File: src/rtl/tls_pkg.sv
package tls_pkg;
    localparam int LANES_DEF = 3;
    localparam int SLOTS_DEF = 7;

    // Framing pattern, bit s = slot s: high for the two first and two last slots.
    function automatic logic [SLOTS_DEF-1:0] fwd_pattern();
        logic [SLOTS_DEF-1:0] p;
        for (int s = 0; s < SLOTS_DEF; s++)
            p[s] = (s < 2) || (s >= SLOTS_DEF - 2);
        return p;
    endfunction
endpackage

File: src/rtl/tls_slot_ctr.sv
module tls_slot_ctr #(
    parameter int SLOTS = 7,
    localparam int SW = $clog2(SLOTS)
) (
    input  logic clk,
    input  logic rst,
    input  logic bit_en,
    input  logic pwr_dn_n,
    output logic load
);
    localparam logic [SW-1:0] LAST = SW'(SLOTS - 1);

    logic [SW-1:0] slot_q;

    // A word boundary is a strobed edge while in the last slot.
    assign load = bit_en && pwr_dn_n && (slot_q == LAST);

    always_ff @(posedge clk) begin
        if (rst || !pwr_dn_n)
            slot_q <= LAST;
        else if (bit_en)
            slot_q <= (slot_q == LAST) ? '0 : slot_q + 1'b1;
    end
endmodule

File: src/rtl/tls_shifter.sv
module tls_shifter #(
    parameter int SLOTS = 7
) (
    input  logic             clk,
    input  logic             rst,
    input  logic             flush,
    input  logic             bit_en,
    input  logic             load,
    input  logic [SLOTS-1:0] din,
    output logic             sbit
);
    logic [SLOTS-1:0] sh_q;

    always_ff @(posedge clk) begin
        if (rst || flush)
            sh_q <= '0;
        else if (load)
            sh_q <= din;
        else if (bit_en)
            sh_q <= {1'b0, sh_q[SLOTS-1:1]};
    end

    assign sbit = sh_q[0];
endmodule

File: src/rtl/tri_lane_serializer.sv
module tri_lane_serializer
    import tls_pkg::*;
#(
    parameter int LANES = LANES_DEF,
    parameter int SLOTS = SLOTS_DEF,
    localparam int WORD_W = LANES * SLOTS
) (
    input  logic              clk,
    input  logic              rst,
    input  logic              bit_en,
    input  logic              pwr_dn_n,
    input  logic [WORD_W-1:0] word_in,
    output logic [LANES-1:0]  lane_out,
    output logic [LANES-1:0]  lane_oe,
    output logic              fclk_out,
    output logic              fclk_oe
);
    logic             load;
    logic             oe_q;
    logic [LANES-1:0] lane_bit;
    logic             fclk_bit;

    tls_slot_ctr #(.SLOTS(SLOTS)) slot_i (
        .clk(clk), .rst(rst), .bit_en(bit_en), .pwr_dn_n(pwr_dn_n), .load(load)
    );

    for (genvar k = 0; k < LANES; k++) begin : g_lane
        tls_shifter #(.SLOTS(SLOTS)) sh_i (
            .clk(clk), .rst(rst), .flush(!pwr_dn_n), .bit_en(bit_en),
            .load(load), .din(word_in[k*SLOTS +: SLOTS]), .sbit(lane_bit[k])
        );
    end

    tls_shifter #(.SLOTS(SLOTS)) fclk_sh_i (
        .clk(clk), .rst(rst), .flush(!pwr_dn_n), .bit_en(bit_en),
        .load(load), .din(fwd_pattern()), .sbit(fclk_bit)
    );

    // Enables rise only with a freshly loaded word; fall on power-down.
    always_ff @(posedge clk) begin
        if (rst || !pwr_dn_n)
            oe_q <= 1'b0;
        else if (load)
            oe_q <= 1'b1;
    end

    assign lane_out = lane_bit & {LANES{oe_q}};
    assign lane_oe  = {LANES{oe_q}};
    assign fclk_out = fclk_bit & oe_q;
    assign fclk_oe  = oe_q;
endmodule

File: config.mk
export PLATFORM = sky130hd
export DESIGN_NAME = tri_lane_serializer
export DESIGN_NICKNAME = d
export VERILOG_FILES = /design/src/rtl/tls_pkg.sv /design/src/rtl/tls_slot_ctr.sv /design/src/rtl/tls_shifter.sv /design/src/rtl/tri_lane_serializer.sv
export SDC_FILE = /design/constraint.sdc
export NUM_CORES = 1
export LEC_CHECK = 0
export BUFFER_PORTS_ARGS = -buffer_cell sky130_fd_sc_hd__buf_2
export CELL_PAD_IN_SITES_DETAIL_PLACEMENT = 1
export CELL_PAD_IN_SITES_GLOBAL_PLACEMENT = 2
export CORE_MARGIN = 3
export CORE_UTILIZATION = 35
export DETAILED_ROUTE_END_ITERATION = 16
export PLACE_DENSITY_LB_ADDON = 0.05
export REMOVE_ABC_BUFFERS = 1
export SYNTH_ARGS = -nofsm -noshare
export SYNTH_HDL_FRONTEND = slang
export SYNTH_HIERARCHICAL = 1
export SYNTH_SLANG_ARGS = --single-unit
File: constraint.sdc
create_clock -name clk -period 2.4 [get_ports clk]
set_clock_uncertainty 0.05 [all_clocks]
set_input_delay 0.12 -clock clk [delete_from_list [all_inputs] [get_ports clk]]
set_output_delay 0.12 -clock clk [all_outputs]
set_load 0.03 [all_outputs]
==> results of run 1 <==
flip-flops by register name, summed over array words and instances (netlist names):
name,cells
g_lane.sh_i/sh_q,21
fclk_sh_i/sh_q,7
fclk_oe,1
slot_i/slot_q,3
area by class of cell:
type,instances,area [um^2]
Fill cell,536,2530
Sequential cell,32,641
Timing Repair Buffer,36,190
Clock inverter,1,5.00
Inverter,1,3.75
Clock buffer,6,72.6
Multi-Input combinational cell,114,995
Tap cell,52,65.1
path summary, 6_finish.rpt:
kind                                                     from                                   to  slack [ps]
worst max-delay path            slot_i/slot_q[1]$_SDFFE_PP1P_  g_lane[0].sh_i/sh_q[4]$_SDFFE_PP0P_         940
worst min-delay path                              word_in[20]  g_lane[2].sh_i/sh_q[6]$_SDFFE_PP0P_          30
worst max register to register  slot_i/slot_q[1]$_SDFFE_PP1P_  g_lane[0].sh_i/sh_q[4]$_SDFFE_PP0P_         940
worst min register to register  slot_i/slot_q[0]$_SDFFE_PP0P_        slot_i/slot_q[0]$_SDFFE_PP0P_         500
layer usage:
layer	wire length (um)	up-vias
li1	-	604
met5	0	-
met4	45	0
met3	170	6
met2	1700	25
met1	1540	559
through the flow:
| step | utilization, % | setup slack [ps] |
|---|---|---|
| floorplan | - | -1430 |
| global placement | 42.1 | 819 |
| detailed placement | 42.1 | 699 |
| CTS | 43.8 | 912 |
| global route | 43.8 | 800 |
| finish | 43.8 | 937 |
worst max-delay path, cell delays in order, from the launching register on:
cell and delay [ps]:
sky130_fd_sc_hd__dfxtp_1 370, sky130_fd_sc_hd__nand2_1 120, sky130_fd_sc_hd__nor3_2 280, sky130_fd_sc_hd__buf_4 310
sky130_fd_sc_hd__nand2b_1 90, sky130_fd_sc_hd__o211a_1 130
power breakdown:
group          internal, mW  switching, mW
clock                 0.197          0.182
combinational        0.0724         0.0690
sequential            0.549         0.0115
total                 0.818          0.262
Yosys cell counts (2+ instances only):
master and number:
sky130_fd_sc_hd__conb_1 2, sky130_fd_sc_hd__or3b_1 4, sky130_fd_sc_hd__dfxtp_1 32, sky130_fd_sc_hd__a21boi_1 4
sky130_fd_sc_hd__buf_4 3, sky130_fd_sc_hd__o211a_1 24, sky130_fd_sc_hd__nor2_1 5, sky130_fd_sc_hd__buf_6 4
sky130_fd_sc_hd__buf_1 4, sky130_fd_sc_hd__mux2_4 24, sky130_fd_sc_hd__nand2b_1 26, sky130_fd_sc_hd__and2_1 4
sky130_fd_sc_hd__nand2_1 7
kinds of logic (layout without fill, tap and decap cells):
kind of cell | after synthesis | count (layout)
buffers and inverters | 12 | 44
other | 2 | 7
AO/OA/AOI/OAI | 32 | 32
flip-flops | 32 | 32
multiplexers | 24 | 24
AND/OR/NAND/NOR | 51 | 51
==> results by stage, run 1 <==
Die:
- 33 I/O pins were placed.
- The initial utilization of the core area, before any placement, comes to 37.7%.
- After floorplanning, the core was divided into 24 placement rows.
- The floorplan step defined a die boundary enclosing 0.00572 mm^2.
- The floorplan step defined a core boundary enclosing 0.00450 mm^2.
- The die extent in x is 75.7 um.
- Measured along the y axis, the die boundary spans 75.7 um.

Detailed routing:
- In the routed design, unresolved DRC markers number 0.
- The ratio of routed vias to standard cells is 4.93.
- After the first detailed-routing iteration, the DRC count stood at 46.
- The wire length per cell after detailed routing is 14.3 um.
- The total detailed-routing wirelength is 3460 um.
- For this block, the via count after detailed routing is 1194.
- The detail route stage leaves a number of antenna-violating nets equal to 0.
- The first TritonRoute pass finished after 4 iterations.

GRT:
- The met1 track utilization from global routing is 15.3%.
- Entering global routing, the biggest net connects 25 pins.
- The total global-route track usage is 13.0%.
- The total grt overflow is 0.
- The layer flagged by global routing as most heavily used is met2.
- The first-pass GRT wire length is 5580 um.
- For met3 alone, demand over resource in global routing was 4.35%.
- The number of antenna violations at the first check in global routing is 0.
- The via count of the first global-routing pass is 1206.
- The met2 global-route usage is 22.1%.

Layout:
- Relative to the synthesized area, the layout overhead comes to 16.1%.
- The final instance area is 0.00197 mm^2.
- Of the cells placed in the final design, the portion with a size suffix greater than 1 is 36.3%.
- The count of cells in the finished layout, fillers not included, comes to 242.
- After the last flow step, the layout net total stands at 215.
- Leaving out fill and tap cells, the most frequent cells in the layout are sky130_fd_sc_hd__dfxtp_1, sky130_fd_sc_hd__buf_2, sky130_fd_sc_hd__nand2b_1.
- The number of antenna cells inserted is 0.

Status:
- The flow ran to the end, and the final reports show no timing, DRC or antenna violations.

Placed design:
- Detailed placement ended at an HPWL of 2440 um.
- The placed cell area is 0.00189 mm^2.
- The weighted congestion reported at the end of routability-driven placement is 0.688.
- Input and output buffers added on the ports amount to 32.
- The placed instance count is 235.

Critical path:
- STA classifies the critical path endpoint as a flip-flop.
- The required time of the worst setup path is 2520 ps.
- The arrival time at the worst endpoint is 1580 ps.
- The setup path with the least slack is of type reg -> reg.
- The worst setup path is launched from a flip-flop.
- The number of cells on the worst reg-to-reg path is 5.
- Along the worst path, the maximum fanout reaches 24.

Pwr:
- The highest ir drop seen on vdd is 0.334 mV.
- For this design the ratio of total power to cell area is 548 mW/mm^2.
- The analysis attributes to cell leakage a power of 1.14 nW.
- The design draws 1.08 mW.

Synthesis:
- Summing the areas of all xor and xnor instances in the mapped netlist gives 0% of the synthesized area.
- The most used flip-flop cell after synthesis is sky130_fd_sc_hd__dfxtp_1.
- The area share of fa/ha/maj cells after synthesis is 0%.
- Synthesis produced a netlist whose cell count is 153.
- After synthesis, the largest area contributor takes up 37.7% of total cell area.
- The sequential fraction of the synthesis area is 37.7%.
- The synthesized netlist contains 23 unique library cells.
- The synthesized design spends more area on one cell type than any other, namely sky130_fd_sc_hd__dfxtp_1.
- In this run, synthesis produced a sequential element count of 32.
- The share of synthesized flip-flops with an asynchronous set or reset is 0%.
- In this run the cell area of the synthesized design comes to 0.00170 mm^2.
- The main combinational cell family by area after synthesis is multiplexers.
- For this run, the number of Yosys warnings is 6.
- The synthesized netlist devotes 17.6% of its cell area to compound gates.
- Of the post-synthesis cell area, the part taken by muxes is 21.2%.
- The post-synthesis share of cell area spent on and, or, nand and nor gates is 17.9%.
- Ranked by total cell area, the synthesized netlist is headed by sky130_fd_sc_hd__dfxtp_1, sky130_fd_sc_hd__mux2_4, sky130_fd_sc_hd__o211a_1.
- A synthesized cell averages 11.1 um^2.
- The synthesized design contains 0 enable-type register cells.

Timing:
- The setup total negative slack is 0 ps.
- The final number of setup-violating endpoints is 0.
- The hold violation count in the final report came to 0.
- The clock period minus worst slack is 1460 ps.
- Setup repair after global routing left no endpoint under its margin.
- The slew of the pin with the lowest slew margin is 506 ps.
- The post-route clock period utilization is 60.9%.
- Hold timing on the final database bottoms out at a slack of 34.7 ps.
- The achievable frequency is 684 MHz.
- The final max-slew violation count is 0.
- The worst slew margin relative to its limit is 66.1%.

Clocking:
- Clock-pin slew was measured on the worst setup and hold paths at 60 ps.
- CTS built an H-tree with a depth of 2.
- The number of clock buffers inserted by TritonCTS is 5.
- The clock passes through at most 2 buffers.
- The post-cts repair resize count is 0.
- TritonCTS built the clock tree.
- Clock latency on the worst-skew pair, taken at its later pin, is 280 ps.
- For this design, the sink count on the clock tree is 32.
- After clock tree synthesis, the setup repair step added 0 buffers.
- Buffers inserted to repair hold after CTS numbered 0.
- The cell sitting at the root of the clock tree is a sky130_fd_sc_hd__clkbuf_8.

Min path:
- The class of the most critical hold timing path is in -> reg.
- The worst hold path passes through 3 cells.

Run:
- The number of maximum-capacitance constraint violations is 0.
No activity file was read; power rests on OpenSTA's default activity.
==> run 2, diff against run 1 <==
==> constraint.sdc (replaced) <==
create_clock -name clk -period 1.5 [get_ports clk]
set_clock_uncertainty 0.05 [all_clocks]
set_input_delay 0.075 -clock clk [delete_from_list [all_inputs] [get_ports clk]]
set_output_delay 0.075 -clock clk [all_outputs]
set_load 0.03 [all_outputs]
==> results by stage, run 2 (synthesized netlist as in run 1, its figures left out) <==
Timing:
- The hold violation count in the final report was 0 (unchanged).
- Setup repair after global routing left no endpoint under its margin.
- The clock period minus worst slack is 1370 ps (-94.3 ps).
- The achievable frequency is 731 MHz (+6.9%).
- The final number of setup-violating endpoints came to 0 (unchanged).
- The worst slew margin relative to its limit is 65.6% (-0.52 points).
- The final max-slew violation count is 0 (unchanged).
- The post-route clock period utilization came to 91.2% (+30 points).
- The slew of the pin with the lowest slew margin came to 514 ps (+7.84 ps).
- The worst hold-check slack is 47.8 ps (+13.1 ps).

Clocking:
- The CTS tree is done.
- The clock slew seen by the registers of the worst setup and hold paths is 60 ps (about the same).
- The number of buffers between clock root and the deepest sink was 2 (unchanged).
- The number of clock buffers inserted by TritonCTS is 5 (unchanged).
- The clock tree root buffer cell is sky130_fd_sc_hd__clkbuf_8.
- The number of clock sinks was 32 (unchanged).
- The level count of the clock H-tree is 2 (unchanged).
- The clock latency on the worst-skew pair was 270 ps (about the same).

Critical path:
- Tracing the worst setup path back leads to its startpoint at slot_i/slot_q[0]$_SDFFE_PP0P_.
- The largest fanout on the critical path was 22 (-8.3%).
- The logic depth of the worst setup path including buffers is 4 (-1).
- The setup slack of the worst register-to-register path is 130 ps (-810 ps).
- On the critical path, the stage with the largest delay is an instance of sky130_fd_sc_hd__dfxtp_1.
- The required time of the worst setup path was 1660 ps (-860 ps).
- The worst reg2reg path endpoint is g_lane[0].sh_i/sh_q[6]$_SDFFE_PP0P_.
- The kind of cell adding the most delay to the critical path is simple AND/OR/NAND/NOR gates.
- The worst setup path is launched from a flip-flop.
- By startpoint and endpoint, the worst setup path is classified as reg -> reg.
- Traced cell by cell, the critical path runs through nor3_4 -> buf_4 -> or3b_1 -> a21boi_1.
- The most critical setup path has its endpoint at g_lane[0].sh_i/sh_q[6]$_SDFFE_PP0P_.
- The worst path buffer plus inverter count was 1 (unchanged).
- The worst setup path is captured at a flip-flop.
- The launching point of the worst reg2reg path is slot_i/slot_q[0]$_SDFFE_PP0P_.
- The arrival time at the worst endpoint is 1530 ps (-50 ps).
- The number of cells on the worst reg-to-reg path is 4 (-1).
- The peak per-stage delay on the critical path is 430 ps (+60 ps).

Detailed routing:
- The first-pass detailed-route iteration total was 4 (unchanged).
- The count of nets left with antenna violations after detail routing is 0 (unchanged).
- The total detailed-routing wirelength is 3850 um (+11%).
- The ratio of routed vias to standard cells is 5.11 (+3.5%).
- The number of design rule violations left after detail routing is 0 (unchanged).
- The wire length per cell after detailed routing is 15.7 um (+9.6%).
- The number of violations reported at the end of detailed-routing iteration 0 came to 35 (-24%).
- The total number of vias was 1256 (+5.2%).

Placed design:
- The weighted congestion reported at the end of routability-driven placement is 0.671 (-2.4%).
- The placed instance count was 236 (+0.43%).
- The half-perimeter wire length of the detailed placement result is 2780 um (+14%).
- The placed cell area was 0.00191 mm^2 (+1.1%).
- The count of buffers from port buffering came to 32 (unchanged).

Layout:
- The final instance area was 0.00204 mm^2 (+3.6%).
- The filler-free cell count of the finished design was 246 (+1.7%).
- The final core utilization is 45.3% (+1.6 points).
- In the final layout, the registers with the most flip-flops are g_lane.sh_i/sh_q x21, fclk_sh_i/sh_q x7, slot_i/slot_q x3.
- The most common cell after layout, fill and taps aside is sky130_fd_sc_hd__buf_2.
- The final-layout fill cell count was 504 (-6.0%).
- The share of final-layout standard cells stronger than drive strength 1 is 37.1% (+0.80 points).
- Counting flops per register, the top entry is g_lane.sh_i/sh_q.
- In the layout the commonest cells are sky130_fd_sc_hd__buf_2, sky130_fd_sc_hd__dfxtp_1, sky130_fd_sc_hd__nand2b_1.
- The post-synthesis to final-layout area growth is 20.3%.
- The count of nets after finishing is 221 (+2.8%).
- The number of flip-flops under the largest register name is 21 (unchanged).
- The number of antenna cells inserted was 0 (unchanged).

Pwr:
- The overall power consumption came to 1.73 mW (+60%).
- The total power density per cell area is 847 mW/mm^2 (+55%).
- The leakage power is 1.17 nW (+2.2%).
- The highest ir drop seen on vdd is 0.379 mV (+14%).

GRT:
- The number of antenna violations at the first check in global routing is 0 (unchanged).
- The pin count of the biggest net entering global routing is 23 (-8.0%).
- The total global-route track usage is 14.2% (+1.1 points).
- The total grt overflow is 0 (unchanged).
- The via count of the first global-routing pass is 1284 (+6.5%).
- The first-pass GRT wire length is 6040 um (+8.4%).

Die:
- The total die area is 0.00572 mm^2 (unchanged).
- The count of standard-cell rows was 24 (unchanged).
- The height of the die is 75.7 um (unchanged).
- The initial standard-cell utilization of the core is 37.7% (unchanged).
- The die extent in x is 75.7 um (unchanged).
- The core outline area came to 0.00450 mm^2 (unchanged).
- The top-level I/O count is 33 (unchanged).

Status:
- The flow ran to the end, and the final reports show no timing, DRC or antenna violations.

Min path:
- The hold-critical path depth is 3 (unchanged).
- The class of the most critical hold timing path is in -> reg.

Run:
- The number of maximum-capacitance constraint violations was 0 (unchanged).
run 2: cell types whose count changed in the layout (fill, tap and decap cells not counted), sizes merged:
cell,change
buf,+2
clkbuf,-1
clkinv,-1
dlygate4sd3,+4
run 2: per-layer routing:
| metal | track usage [%] | share of wire, % | up-vias |
|---|---|---|---|
| met4 | 4.08 | 1.0 | 0 |
| met3 | 4.09 | 3.9 | 6 |
| li1 | - | - | 615 |
| met1 | 16.5 | 43 | 614 |
| met5 | 0 | 0 | - |
| met2 | 25.1 | 52 | 21 |
run 2: how the worst min path moves through the flow:
stage	end	slack, ps	startpoint
2_1_floorplan	fclk_oe$_SDFFE_PP0P_	100	rst
3_3_place_gp	fclk_oe$_SDFFE_PP0P_	270	rst
3_5_place_dp	fclk_oe$_SDFFE_PP0P_	280	rst
4_1_cts	fclk_oe$_SDFFE_PP0P_	40	pwr_dn_n
5_1_grt	fclk_oe$_SDFFE_PP0P_	60	pwr_dn_n
6_report	fclk_oe$_SDFFE_PP0P_	50	pwr_dn_n
run 2: cell type report:
class                   count  area, um^2  area share [%]
flip-flops and latches     32         642            31.4
repair buffers             42         259            12.7
inverters                   1        3.75           0.184
multi-input cells         114        1000            49.1
well taps                  52        65.1            3.19
clock buffers               5        68.8            3.37
run 2: through the flow:
step	setup WS [ps]	setup TNS, ps
after CTS	6.33	0
after global placement	107	0
final	132	0
after global routing	21.7	0
after detailed placement	-30.0	-72.1
after floorplan	-2330	-66910
run 2: power by group:
part / switching, mW / internal [mW] / total [mW] / leakage (nW)
clock: 0.280 / 0.298 / 0.578 / 0.0359
combinational: 0.121 / 0.132 / 0.253 / 0.870
sequential: 0.0196 / 0.879 / 0.898 / 0.260
run 2: worst register-to-register path, cell delays in order, from the launching register on:
cell and delay (ps):
sky130_fd_sc_hd__dfxtp_1 430, sky130_fd_sc_hd__nor3_4 80, sky130_fd_sc_hd__buf_4 210, sky130_fd_sc_hd__or3b_1 390, sky130_fd_sc_hd__a21boi_1 140
run 2: what timing repair did:
action                                  in CTS  in global routing
buffers inserted                             0                  0
gates resized for setup                      1                  3
endpoints found under the hold margin        4                  0
gates cloned                                 0                  1
hold buffers                                 4                  0
endpoints found under the setup margin       5                 12
==> run 3, diff against run 2 <==
==> constraint.sdc (replaced) <==
create_clock -name clk -period 1.5 [get_ports clk]
set_clock_uncertainty 0.05 [all_clocks]
set_input_delay 0.375 -clock clk [delete_from_list [all_inputs] [get_ports clk]]
set_output_delay 0.375 -clock clk [all_outputs]
set_load 0.03 [all_outputs]
==> results by stage, run 3 (synthesized netlist as in run 1, its figures left out) <==
Critical path:
- STA classifies the critical path endpoint as an output pin.
- The peak per-stage delay on the critical path is 390 ps (-40 ps).
- The worst path buffer plus inverter count is 1 (unchanged).
- The launching element type of the critical path is a flip-flop.
- The worst register-to-register path ends at g_lane[2].sh_i/sh_q[4]$_SDFFE_PP0P_.
- The timing endpoint of the critical path is lane_out[0].
- The cell with the largest stage delay on the worst path is sky130_fd_sc_hd__dfxtp_4.
- The arrival time at the worst endpoint came to 1000 ps (-530 ps).
- The critical path is of the reg -> out type.
- The setup slack of the worst register-to-register path is 120 ps (about the same).
- The largest fanout on the critical path was 9 (-59%).
- In this design, the largest share of critical-path delay is due to flip-flops.
- The critical path goes through and2_1 -> buf_2.
- The logic depth of the worst setup path including buffers was 2 (-2).
- The startpoint identified for the worst register-to-register timing path is slot_i/slot_q[1]$_SDFFE_PP1P_.
- The number of cells on the worst reg-to-reg path came to 6 (+2).
- The critical path starts at fclk_oe$_SDFFE_PP0P_.
- The required time of the worst setup path is 1070 ps (-590 ps).

Clocking:
- The number of buffers between clock root and the deepest sink was 2 (unchanged).
- The post-cts hold buffer count is 0 (-4).
- The clock slew seen by the registers of the worst setup and hold paths came to 70 ps (about the same).
- The clock latency on the worst-skew pair is 280 ps (about the same).
- The CTS tree is done.
- The number of clock buffers inserted by TritonCTS is 5 (unchanged).
- The number of clock sinks came to 32 (unchanged).
- The cell sitting at the root of the clock tree is a sky130_fd_sc_hd__clkbuf_8.
- The level count of the clock H-tree is 2 (unchanged).

Die:
- The top-level I/O count is 33 (unchanged).
- The core outline area is 0.00450 mm^2 (unchanged).
- The initial standard-cell utilization of the core was 37.7% (unchanged).
- The die extent in x was 75.7 um (unchanged).
- The height of the die was 75.7 um (unchanged).
- The total die area is 0.00572 mm^2 (unchanged).
- The count of standard-cell rows is 24 (unchanged).

Pwr:
- The internal power is 1.40 mW (+6.9%).
- The total power density per cell area is 871 mW/mm^2 (+2.8%).
- The net switching power is 0.439 mW (+4.6%).
- The share of total power in combinational logic was 14.6% (about the same).
- The sequential group share of total power is 48.8% (-3.2 points).
- The leakage power is 1.21 nW (+3.4%).
- The highest ir drop seen on vdd is 0.544 mV (+43%).
- The fraction of power spent switching nets is 23.9% (-0.40 points).
- The clock power share is 36.6% (+3.2 points).

Layout:
- The number of flip-flops under the largest register name came to 21 (unchanged).
- In the final layout, the registers with the most flip-flops are g_lane.sh_i/sh_q x21, fclk_sh_i/sh_q x7, slot_i/slot_q x3.
- From synthesis to final layout, the design area changed by 24.4%.
- The count of nets after finishing is 225 (+1.8%).
- The register with the most flip-flops in the final layout is g_lane.sh_i/sh_q.
- The share of final-layout standard cells stronger than drive strength 1 is 41.3% (+4.2 points).
- Leaving out fill and tap cells, the most frequent cell in the layout is sky130_fd_sc_hd__buf_2.
- The number of antenna cells inserted is 0 (unchanged).
- The filler-free cell count of the finished design was 253 (+2.8%).
- The library cells used most frequently in the layout, excluding fill and tap cells, are sky130_fd_sc_hd__buf_2, sky130_fd_sc_hd__dfxtp_1, sky130_fd_sc_hd__nand2b_1.

Timing:
- Setup repair after global routing left no endpoint under its margin.
- The achievable frequency is 704 MHz (-3.7%).
- The hold violation count in the final report is 0 (unchanged).
- The setup total negative slack is 0 ps (unchanged).
- The final max-slew violation count is 0 (unchanged).
- The final number of setup-violating endpoints was 0 (unchanged).
- The final critical-path setup slack is 79.6 ps (-52.2 ps).
- The clock period minus worst slack is 1420 ps (+52.2 ps).
- The worst hold-check slack was 270 ps (+222 ps).
- The post-route clock period utilization was 94.7% (+3.5 points).

Placed design:
- The weighted congestion reported at the end of routability-driven placement is 0.748 (+11%).
- The count of buffers from port buffering was 32 (unchanged).
- The placement-stage worst setup slack came to -54.5 ps (-24.4 ps).
- The placed instance count came to 245 (+3.8%).
- The half-perimeter wire length of the detailed placement result was 2700 um (-2.6%).

GRT:
- The total grt overflow is 0 (unchanged).
- The first-pass GRT wire length was 6040 um (-0.12%).
- The total global-route track usage is 14.1% (-0.039 points).
- The pin count of the biggest net entering global routing is 20 (-13%).
- The via count of the first global-routing pass is 1306 (+1.7%).
- The number of antenna violations at the first check in global routing is 0 (unchanged).

Detailed routing:
- The first-pass detailed-route iteration total was 4 (unchanged).
- The total detailed-routing wirelength was 3670 um (-4.6%).
- The number of violations reported at the end of detailed-routing iteration 0 was 31 (-11%).
- The wire length per cell after detailed routing is 14.5 um (-7.3%).
- The total number of vias is 1218 (-3.0%).
- The count of nets left with antenna violations after detail routing is 0 (unchanged).
- The ratio of routed vias to standard cells is 4.81 (-5.7%).
- The number of design rule violations left after detail routing is 0 (unchanged).

Min path:
- The class of the most critical hold timing path is in -> reg.
- The hold-critical path depth is 2 (-1).

Status:
- The run finished with clean final reports.

Run:
- The number of maximum-capacitance constraint violations was 0 (unchanged).
-- run 3: layout make-up --
cell class,instances,area (um^2)
Clock buffer,8,90.1
Timing Repair Buffer,46,303
Sequential cell,32,647
Inverter,1,3.75
Fill cell,499,2390
Multi-Input combinational cell,114,1000
Tap cell,52,65.1
-- run 3: worst min path at each step --
stage,from,end
finish,rst,fclk_oe$_SDFFE_PP0P_
global route,rst,fclk_oe$_SDFFE_PP0P_
CTS,rst,fclk_oe$_SDFFE_PP0P_
detailed placement,slot_i/slot_q[2]$_SDFFE_PP1P_,slot_i/slot_q[2]$_SDFFE_PP1P_
global placement,slot_i/slot_q[2]$_SDFFE_PP1P_,slot_i/slot_q[2]$_SDFFE_PP1P_
floorplan,rst,fclk_oe$_SDFFE_PP0P_
-- run 3: metal layers --
| layer | routed length [um] | global-route usage (%) | share of wire, % |
|---|---|---|---|
| met3 | 132 | 3.69 | 3.6 |
| met1 | 1710 | 17.6 | 47 |
| met4 | 52 | 5.24 | 1.4 |
| met2 | 1780 | 23.5 | 48 |
| met5 | 0 | 0 | 0 |
-- run 3: power groups by stage --
stage | Sequential, mW | Clock [mW] | Combinational (mW)
after detailed placement | 0.917 | 0 | 0.266
after floorplan | 0.917 | 0 | 0.135
after global routing | 0.902 | 0.741 | 0.296
final | 0.898 | 0.673 | 0.268
after global placement | 0.915 | 0 | 0.259
after CTS | 0.898 | 0.703 | 0.268
-- run 3: what timing repair did --
item / in CTS / in global routing
resized for setup: 1 / 5
cloned: 0 / 0
pin swaps: 1 / 1
setup buffers: 0 / 0
setup endpoints to repair: 16 / 30
-- run 3: metrics by stage --
stage | area (um^2) | util (%) | power [mW]
floorplan | 1630 | - | 1.05
global placement | 2010 | 44.6 | 1.17
detailed placement | 2010 | 44.6 | 1.18
CTS | 2100 | 46.6 | 1.87
global route | 2110 | 46.9 | 1.94
finish | 2110 | 46.9 | 1.84
